===== config.mk =====
export PLATFORM = sky130hd
export DESIGN_NAME = sar_adc_serial_port
export DESIGN_NICKNAME = d
export VERILOG_FILES = /design/src/rtl/sar_adc_pkg.sv /design/src/rtl/sar_adc_ctrl.sv /design/src/rtl/sar_adc_datapath.sv /design/src/rtl/sar_adc_serial_port.sv
export SDC_FILE = /design/constraint.sdc
export NUM_CORES = 1
export LEC_CHECK = 0
export ABC_AREA = 1
export CELL_PAD_IN_SITES_DETAIL_PLACEMENT = 0
export CELL_PAD_IN_SITES_GLOBAL_PLACEMENT = 1
export CORE_AREA = 2 2 108 120
export DETAILED_ROUTE_END_ITERATION = 12
export DIE_AREA = 0 0 110 122
export MAX_ROUTING_LAYER = met4
export PLACE_DENSITY = 0.79
export SKIP_CTS_REPAIR_TIMING = 1
export SYNTH_ARGS = -nofsm -noshare
export SYNTH_HDL_FRONTEND = slang
export SYNTH_SLANG_ARGS = --single-unit

===== constraint.sdc =====
create_clock -name clk -period 2.3 [get_ports clk]
set_input_delay 0.23 -clock clk [delete_from_list [all_inputs] [get_ports clk]]
set_output_delay 0.23 -clock clk [all_outputs]
set_load 0.1 [all_outputs]

===== src/rtl/sar_adc_pkg.sv =====
package sar_adc_pkg;

  // control word width and field positions once all but the final bit are in
  localparam int CTRL_BITS = 8;
  localparam int SEL_HI    = 5;
  localparam int SEL_LO    = 3;
  localparam int UNI_POS   = 2;
  localparam int SGL_POS   = 1;
  localparam int M1_POS    = 0;

  typedef struct packed {
    logic shiftCtrl;
    logic ctrlBit;
    logic capture;
    logic sarStep;
    logic emitSar;
    logic loadShift;
    logic emitShift;
    logic clrOut;
  } sarStb_t;

  typedef enum logic [2:0] {
    ST_HUNT,
    ST_CTRL,
    ST_EXT,
    ST_ICONV,
    ST_IREAD
  } portState_t;

endpackage


===== src/rtl/sar_adc_ctrl.sv =====
module sar_adc_ctrl
  import sar_adc_pkg::*;
#(
  parameter int BITS    = 14,
  parameter int INT_DIV = 4
) (
  input  logic    clk,
  input  logic    rstN,
  input  logic    csNIn,
  input  logic    sclkIn,
  input  logic    dinIn,
  input  logic    ctrlM1,
  output sarStb_t stb,
  output logic    modeExt,
  output logic    sstrb
);

  localparam int EXT_FIRST = CTRL_BITS + 2;
  localparam int EXT_LAST  = EXT_FIRST + BITS - 1;
  localparam int EXT_END   = EXT_LAST + 1;
  localparam int CNT_W     = $clog2(EXT_END + 1);
  localparam int DIV_W     = $clog2(INT_DIV) + 1;
  localparam int STEP_W    = $clog2(BITS + 1);

  logic [2:0] sclkSh;
  logic [1:0] csSh;
  logic [1:0] dinSh;
  logic       sclkRise;
  logic       sclkFall;
  logic       csHigh;
  logic       dinBit;

  portState_t        state;
  logic [CNT_W-1:0]  cnt;
  logic [DIV_W-1:0]  divCnt;
  logic [STEP_W-1:0] stepCnt;
  logic              extPulse;
  logic              convBusy;

  always_ff @(posedge clk or negedge rstN) begin
    if (!rstN) begin
      sclkSh <= '0;
      csSh   <= '1;
      dinSh  <= '0;
    end else begin
      sclkSh <= {sclkSh[1:0], sclkIn};
      csSh   <= {csSh[0], csNIn};
      dinSh  <= {dinSh[0], dinIn};
    end
  end

  assign sclkRise = sclkSh[1] & ~sclkSh[2];
  assign sclkFall = ~sclkSh[1] & sclkSh[2];
  assign csHigh   = csSh[1];
  assign dinBit   = dinSh[1];

  always_ff @(posedge clk or negedge rstN) begin
    if (!rstN) begin
      state    <= ST_HUNT;
      cnt      <= '0;
      divCnt   <= '0;
      stepCnt  <= '0;
      extPulse <= 1'b0;
      convBusy <= 1'b0;
      modeExt  <= 1'b0;
      stb      <= '0;
    end else begin
      stb <= '0;
      if (csHigh) begin
        state     <= ST_HUNT;
        extPulse  <= 1'b0;
        convBusy  <= 1'b0;
        stb.clrOut <= 1'b1;
      end else begin
        case (state)
          ST_HUNT: begin
            if (sclkRise && dinBit) begin
              stb.shiftCtrl <= 1'b1;
              stb.ctrlBit   <= 1'b1;
              cnt           <= CNT_W'(1);
              state         <= ST_CTRL;
            end
          end
          ST_CTRL: begin
            if (sclkRise) begin
              stb.shiftCtrl <= 1'b1;
              stb.ctrlBit   <= dinBit;
              cnt           <= cnt + 1'b1;
              if (cnt == CNT_W'(CTRL_BITS - 1)) begin
                if (!ctrlM1) begin
                  state <= ST_HUNT;
                end else begin
                  stb.capture <= 1'b1;
                  modeExt     <= dinBit;
                  cnt         <= CNT_W'(CTRL_BITS);
                  if (dinBit) begin
                    state <= ST_EXT;
                  end else begin
                    state    <= ST_ICONV;
                    convBusy <= 1'b1;
                    divCnt   <= '0;
                    stepCnt  <= '0;
                  end
                end
              end
            end
          end
          ST_EXT: begin
            if (sclkFall) begin
              cnt <= cnt + 1'b1;
              if (cnt == CNT_W'(CTRL_BITS)) extPulse <= 1'b1;
              if (cnt == CNT_W'(EXT_FIRST)) extPulse <= 1'b0;
              if (cnt >= CNT_W'(EXT_FIRST) && cnt <= CNT_W'(EXT_LAST)) begin
                stb.sarStep <= 1'b1;
                stb.emitSar <= 1'b1;
              end
              if (cnt == CNT_W'(EXT_END)) begin
                stb.clrOut <= 1'b1;
                state      <= ST_HUNT;
              end
            end
          end
          ST_ICONV: begin
            if (divCnt == DIV_W'(INT_DIV - 1)) begin
              divCnt <= '0;
              if (stepCnt == STEP_W'(BITS)) begin
                stb.loadShift <= 1'b1;
                convBusy      <= 1'b0;
                cnt           <= '0;
                state         <= ST_IREAD;
              end else begin
                stb.sarStep <= 1'b1;
                stepCnt     <= stepCnt + 1'b1;
              end
            end else begin
              divCnt <= divCnt + 1'b1;
            end
          end
          ST_IREAD: begin
            if (sclkFall) begin
              cnt <= cnt + 1'b1;
              if (cnt >= CNT_W'(1) && cnt <= CNT_W'(BITS)) stb.emitShift <= 1'b1;
              if (cnt == CNT_W'(BITS + 1)) begin
                stb.clrOut <= 1'b1;
                state      <= ST_HUNT;
              end
            end
          end
          default: state <= ST_HUNT;
        endcase
      end
    end
  end

  assign sstrb = modeExt ? extPulse : ~convBusy;

endmodule


===== src/rtl/sar_adc_datapath.sv =====
module sar_adc_datapath
  import sar_adc_pkg::*;
#(
  parameter int BITS = 14
) (
  input  logic            clk,
  input  logic            rstN,
  input  sarStb_t         stb,
  input  logic [BITS-1:0] sampleIn,
  output logic            ctrlM1,
  output logic            dout,
  output logic [2:0]      chanSel,
  output logic            singleEnded
);

  logic [CTRL_BITS-1:0] ctrlReg;
  logic [BITS-1:0]      heldVal;
  logic [BITS-1:0]      sarCode;
  logic [BITS-1:0]      trialMask;
  logic [BITS-1:0]      shiftReg;
  logic [BITS-1:0]      trialCode;
  logic                 bipolar;
  logic                 keepBit;
  logic                 decidedBit;

  assign trialCode  = sarCode | trialMask;
  assign keepBit    = (trialCode <= heldVal);
  assign decidedBit = keepBit ^ (bipolar & trialMask[BITS-1]);
  assign ctrlM1     = ctrlReg[M1_POS];

  always_ff @(posedge clk or negedge rstN) begin
    if (!rstN) begin
      ctrlReg     <= '0;
      heldVal     <= '0;
      sarCode     <= '0;
      trialMask   <= '0;
      shiftReg    <= '0;
      bipolar     <= 1'b0;
      dout        <= 1'b0;
      chanSel     <= '0;
      singleEnded <= 1'b1;
    end else begin
      if (stb.shiftCtrl) ctrlReg <= {ctrlReg[CTRL_BITS-2:0], stb.ctrlBit};
      if (stb.capture) begin
        heldVal     <= sampleIn;
        sarCode     <= '0;
        trialMask   <= {1'b1, {(BITS-1){1'b0}}};
        bipolar     <= ~ctrlReg[UNI_POS];
        chanSel     <= ctrlReg[SEL_HI:SEL_LO];
        singleEnded <= ctrlReg[SGL_POS];
        dout        <= 1'b0;
      end
      if (stb.sarStep) begin
        if (keepBit) sarCode <= trialCode;
        trialMask <= trialMask >> 1;
      end
      if (stb.emitSar) dout <= decidedBit;
      if (stb.loadShift) shiftReg <= sarCode ^ {bipolar, {(BITS-1){1'b0}}};
      if (stb.emitShift) begin
        dout     <= shiftReg[BITS-1];
        shiftReg <= shiftReg << 1;
      end
      if (stb.clrOut) dout <= 1'b0;
    end
  end

endmodule


===== src/rtl/sar_adc_serial_port.sv =====
module sar_adc_serial_port
  import sar_adc_pkg::*;
#(
  parameter int BITS    = 14,
  parameter int INT_DIV = 4
) (
  input  logic            clk,
  input  logic            rstN,
  input  logic            csN,
  input  logic            sclk,
  input  logic            din,
  input  logic [BITS-1:0] sampleIn,
  output logic            dout,
  output logic            doutEn,
  output logic            sstrb,
  output logic            sstrbEn,
  output logic [2:0]      chanSel,
  output logic            singleEnded
);

  sarStb_t stb;
  logic    ctrlM1;
  logic    modeExt;

  sar_adc_ctrl #(.BITS(BITS), .INT_DIV(INT_DIV)) u_ctrl (
    .clk     (clk),
    .rstN    (rstN),
    .csNIn   (csN),
    .sclkIn  (sclk),
    .dinIn   (din),
    .ctrlM1  (ctrlM1),
    .stb     (stb),
    .modeExt (modeExt),
    .sstrb   (sstrb)
  );

  sar_adc_datapath #(.BITS(BITS)) u_dp (
    .clk         (clk),
    .rstN        (rstN),
    .stb         (stb),
    .sampleIn    (sampleIn),
    .ctrlM1      (ctrlM1),
    .dout        (dout),
    .chanSel     (chanSel),
    .singleEnded (singleEnded)
  );

  assign doutEn  = ~csN;
  assign sstrbEn = ~(modeExt & csN);

endmodule


==> run_summary.xml <==
<?xml version="1.0" encoding="UTF-8"?>
<metrics>
  <group name="clock_network">
    <metric name="clk-insertion-delay-late" unit="ps">350</metric>
    <metric name="clkTransAtPathRegs" unit="ps">70</metric>
    <metric name="htreeDepth" unit="">3</metric>
    <metric name="cts_root_buf" unit="">sky130_fd_sc_hd__clkbuf_16</metric>
    <metric name="numCtsBuffers" unit="">9</metric>
    <metric name="cts.sinks" unit="">101</metric>
    <metric name="cts-root-to-sink-buffers" unit="">2</metric>
    <metric name="cts_tree" unit="">done</metric>
  </group>
  <group name="worst_setup_path">
    <metric name="worst-path-max-fanout" unit="">15</metric>
    <metric name="cp_data_arrival_time" unit="ps">2350</metric>
    <metric name="crit_path_end_kind" unit="">flop</metric>
    <metric name="worstPathRequired" unit="ps">2590</metric>
    <metric name="reg2reg_depth" unit="">15</metric>
    <metric name="timing.critical_path.cells" unit="">inv_1, nand2_1, ha_1, nand2_1, nor2_1, nand2_1, nor2_1, nand2_1, nand2_1, nand2_2, nand2_1, nand3_1, nand2_1, nand2_1, nand2_1</metric>
    <metric name="slowest_stage" unit="">sky130_fd_sc_hd__dfrtp_1</metric>
    <metric name="critical_path.reg2reg.startpoint" unit="">u_dp.trialMask[13]$_DFFE_PN0P_</metric>
    <metric name="slowest_delay" unit="ps">380</metric>
    <metric name="timing.critical_path.from_type" unit="">flop</metric>
    <metric name="r2r-end" unit="">u_dp.dout$_DFFE_PN0P_</metric>
    <metric name="r2r_slack" unit="ps">240</metric>
    <metric name="critical-path-top-cell-by-count" unit="">sky130_fd_sc_hd__nand2_1</metric>
    <metric name="crit_type" unit="">reg2reg</metric>
  </group>
  <group name="layout">
    <metric name="final_util" unit="%">44.9</metric>
    <metric name="layoutNonFillerInstCount" unit="">738</metric>
    <metric name="finalNetCount" unit="">617</metric>
    <metric name="synthToLayoutAreaGrowth" unit="%">15.5</metric>
    <metric name="antenna_cells" unit="">0</metric>
    <metric name="final_layout_size_suffix_gt1_share" unit="%">9.47</metric>
  </group>
  <group name="sta">
    <metric name="max_freq" unit="MHz">485</metric>
    <metric name="worst_slew_margin_rel" unit="%">63.9</metric>
    <metric name="worstMarginPinSlew" unit="ps">541</metric>
    <metric name="timing.final.crit_share" unit="%">89.7</metric>
    <metric name="final_slew_viol_count" unit="">0</metric>
    <metric name="skew" unit="ps">10.3</metric>
    <metric name="setup_tns" unit="ps">0</metric>
    <metric name="period_minus_slack" unit="ps">2060</metric>
    <metric name="setup_viol_count_final" unit="">0</metric>
    <metric name="unrepaired_setup_endpoints_after_global_routing" unit="">no</metric>
    <metric name="finalHoldViolCount" unit="">0</metric>
  </group>
  <group name="pwr">
    <metric name="irDropWorstVdd" unit="mV">0.529</metric>
    <metric name="cellPowerDensity" unit="mW/mm²">750</metric>
    <metric name="power.static_leakage" unit="nW">2.68</metric>
  </group>
  <group name="hold_path">
    <metric name="min_delay_startpoint" unit="">din</metric>
    <metric name="hold_path_depth" unit="">1</metric>
    <metric name="hold_end" unit="">u_ctrl.dinSh[0]$_DFF_PN0_</metric>
    <metric name="hold_path_class" unit="">in2reg</metric>
  </group>
  <group name="drt">
    <metric name="drt-wirelength-per-cell" unit="µm">13.6</metric>
    <metric name="final_antenna_net_count" unit="">0</metric>
    <metric name="wirelength" unit="µm">10000</metric>
    <metric name="drt-vias-per-instance" unit="">4.98</metric>
    <metric name="vias" unit="">3673</metric>
    <metric name="drc" unit="">0</metric>
    <metric name="drt_first_iter_violations" unit="">215</metric>
    <metric name="drtPass1Iterations" unit="">4</metric>
  </group>
  <group name="run">
    <metric name="maxCapViolCount" unit="">0</metric>
  </group>
  <group name="synthesis">
    <metric name="yosys_warnings" unit="">0</metric>
    <metric name="post_synth.cell_area_avg" unit="µm²">8.73</metric>
    <metric name="post_syn_area" unit="mm²">0.00479</metric>
    <metric name="netlist.top_cell.by_area" unit="">sky130_fd_sc_hd__dfrtp_1</metric>
    <metric name="synthTopCellsByArea" unit="">sky130_fd_sc_hd__dfrtp_1 (51%), sky130_fd_sc_hd__nand2_1 (10%), sky130_fd_sc_hd__inv_1 (6.0%)</metric>
    <metric name="netlist-cell-type-count" unit="">39</metric>
    <metric name="async_set_or_reset_register_ratio_after_synthesis" unit="%">100</metric>
    <metric name="yosys_most_used_dff" unit="">sky130_fd_sc_hd__dfrtp_1</metric>
    <metric name="yosys_register_bits" unit="">101</metric>
    <metric name="syn_inst" unit="">549</metric>
    <metric name="number_of_enable_flip_flop_cells_after_synthesis" unit="">0</metric>
    <metric name="ys_seq_area_share" unit="%">52.8</metric>
    <metric name="syn-num-nets" unit="">590</metric>
    <metric name="synthDominantCellAreaShare" unit="%">51.2</metric>
  </group>
  <group name="grt">
    <metric name="grt_max_degree" unit="">47</metric>
    <metric name="grt_pass1_wl" unit="µm">17000</metric>
    <metric name="grt_remaining_overflow" unit="">0</metric>
    <metric name="antenna_found_initial" unit="">0</metric>
    <metric name="first_global_vias" unit="">3590</metric>
    <metric name="gr-usage-all-layers" unit="%">16.9</metric>
  </group>
  <group name="placed_design">
    <metric name="gp_congestion" unit="">0.820</metric>
    <metric name="port_buffers" unit="">26</metric>
    <metric name="dp.cells" unit="">721</metric>
    <metric name="dp_hpwl" unit="µm">7070</metric>
  </group>
  <group name="floorplanning">
    <metric name="ios" unit="">27</metric>
    <metric name="rows" unit="">43</metric>
    <metric name="die_w" unit="µm">110</metric>
    <metric name="die_area" unit="mm²">0.0134</metric>
    <metric name="effective_utilization_at_floorplan" unit="%">38.9</metric>
    <metric name="area_of_the_core_region" unit="mm²">0.0123</metric>
    <metric name="die_h" unit="µm">122</metric>
  </group>
  <group name="status">
    <metric name="status" unit="">finished, final reports clean</metric>
  </group>
</metrics>
## metal layers
layer / vias up / share of wire (%) / track usage (%)
met5: - / 0 / -
met1: 1757 / 45 / 21.2
met3: 16 / 3.5 / 2.57
met2: 60 / 49 / 26.9
li1: 1840 / - / -
met4: 0 / 2.0 / 7.52
## flip-flops by register name (all words and copies together) (netlist names), 2 cells and up
register / count
u_ctrl.state: 3
u_dp.sarCode: 14
u_dp.ctrlReg: 6
u_ctrl.stepCnt: 4
u_dp.chanSel: 3
u_ctrl.csSh: 2
u_dp.trialMask: 14
u_ctrl.cnt: 5
u_ctrl.divCnt: 3
u_ctrl.dinSh: 2
u_ctrl.sclkSh: 3
u_dp.heldVal: 14
u_ctrl.stb: 8
u_dp.shiftReg: 14
## area by class of cell
| type | instances | area (µm²) |
|---|---|---|
| inverter | 82 | 310 |
| clock buffer | 11 | 243 |
| fill | 1209 | 6780 |
| clock inverter | 5 | 63.8 |
| tap | 157 | 196 |
| timing repair buffer | 33 | 305 |
| multi-input combinational | 349 | 1890 |
| sequential | 101 | 2530 |
## synth_stat cells (2+ instances only)
cell type / instances
sky130_fd_sc_hd__nand2_1: 131
sky130_fd_sc_hd__dfrtp_1: 98
sky130_fd_sc_hd__inv_1: 76
sky130_fd_sc_hd__o21ai_0: 44
sky130_fd_sc_hd__nor2_1: 36
sky130_fd_sc_hd__nand3_1: 23
sky130_fd_sc_hd__ha_1: 22
sky130_fd_sc_hd__a21oi_1: 18
sky130_fd_sc_hd__clkbuf_1: 15
sky130_fd_sc_hd__o211ai_1: 14
sky130_fd_sc_hd__o22ai_1: 12
sky130_fd_sc_hd__nor3_1: 8
sky130_fd_sc_hd__inv_2: 5
sky130_fd_sc_hd__o21ai_1: 5
sky130_fd_sc_hd__nand4_1: 4
sky130_fd_sc_hd__o31ai_1: 4
sky130_fd_sc_hd__dfstp_2: 3
sky130_fd_sc_hd__nand2_2: 3
sky130_fd_sc_hd__nor2_2: 3
sky130_fd_sc_hd__a22oi_1: 2
sky130_fd_sc_hd__buf_2: 2
sky130_fd_sc_hd__o311ai_0: 2
sky130_fd_sc_hd__xnor2_1: 2
sky130_fd_sc_hd__xor2_1: 2
## worst max path at each step
stage,depth (start not counted),slack (ps),end,startpoint
2_1_floorplan,1,330,sstrb,u_ctrl.modeExt$_DFFE_PN0P_
5_1_grt,15,4,u_dp.dout$_DFFE_PN0P_,u_dp.trialMask[13]$_DFFE_PN0P_
3_5_place_dp,15,130,u_dp.dout$_DFFE_PN0P_,u_dp.trialMask[13]$_DFFE_PN0P_
4_1_cts,15,90,u_dp.dout$_DFFE_PN0P_,u_dp.trialMask[13]$_DFFE_PN0P_
3_3_place_gp,15,120,u_dp.dout$_DFFE_PN0P_,u_dp.trialMask[13]$_DFFE_PN0P_
6_report,15,240,u_dp.dout$_DFFE_PN0P_,u_dp.trialMask[13]$_DFFE_PN0P_
## worst max-delay path: cells and delay by family, from the launching register on
kind / cells / cell delay (ps)
flip-flops: 1 / 380
AND/OR/NAND/NOR: 13 / 1180
buffers and inverters: 1 / 120
adder cells (fa/ha/maj): 1 / 310
## report_power, final
part,internal (mW),leakage (nW),switching (mW)
Combinational,0.192,1.23,0.433
Sequential,1.88,1.30,0.0889
Clock,0.886,0.147,0.678
Total,2.96,2.68,1.20
## stage by stage
| stage | total power [mW] | hold WS, ps | instance area (µm²) | setup WS, ps |
|---|---|---|---|---|
| 3_5_place_dp | 2.63 | 223 | 5220 | 127 |
| 4_1_cts | 4.20 | -153 | 5530 | 89.7 |
| 6_report | 4.16 | 319 | 5540 | 238 |
| 3_3_place_gp | 2.61 | 219 | 5220 | 122 |
| 5_1_grt | 4.36 | 314 | 5540 | 3.56 |
| 2_1_floorplan | 2.42 | -65.6 | 4790 | 334 |
## layout by cell type, fill, tap and decap left out, drive strengths merged, types with 2 or more instances in the layout
cell	netlist	final
buf	2	15
o31ai	4	4
clkdlybuf4s50	0	17
ha	22	22
o311ai	2	2
a21oi	19	19
nor2	40	40
o22ai	12	12
o211ai	15	15
or2	2	2
dfrtp	98	98
a22oi	2	2
nand4	5	5
inv	82	85
clkbuf	15	11
nand3	24	24
xor2	2	2
dfstp	3	3
nand2	134	134
o21ai	49	49
nor3	9	9
xnor2	2	2
## logic make-up after synthesis
kind of cell	share of synthesized area, %
xor gates and xnor gates	0.731
AOI/OAI and AO/OA	13.1
adders and majority gates	5.74
buffers and inverters	7.86
DFF	52.8
and+or+nand+nor	19.5
muxes	0.235
Note: power is estimated with default switching activity, not from simulation.
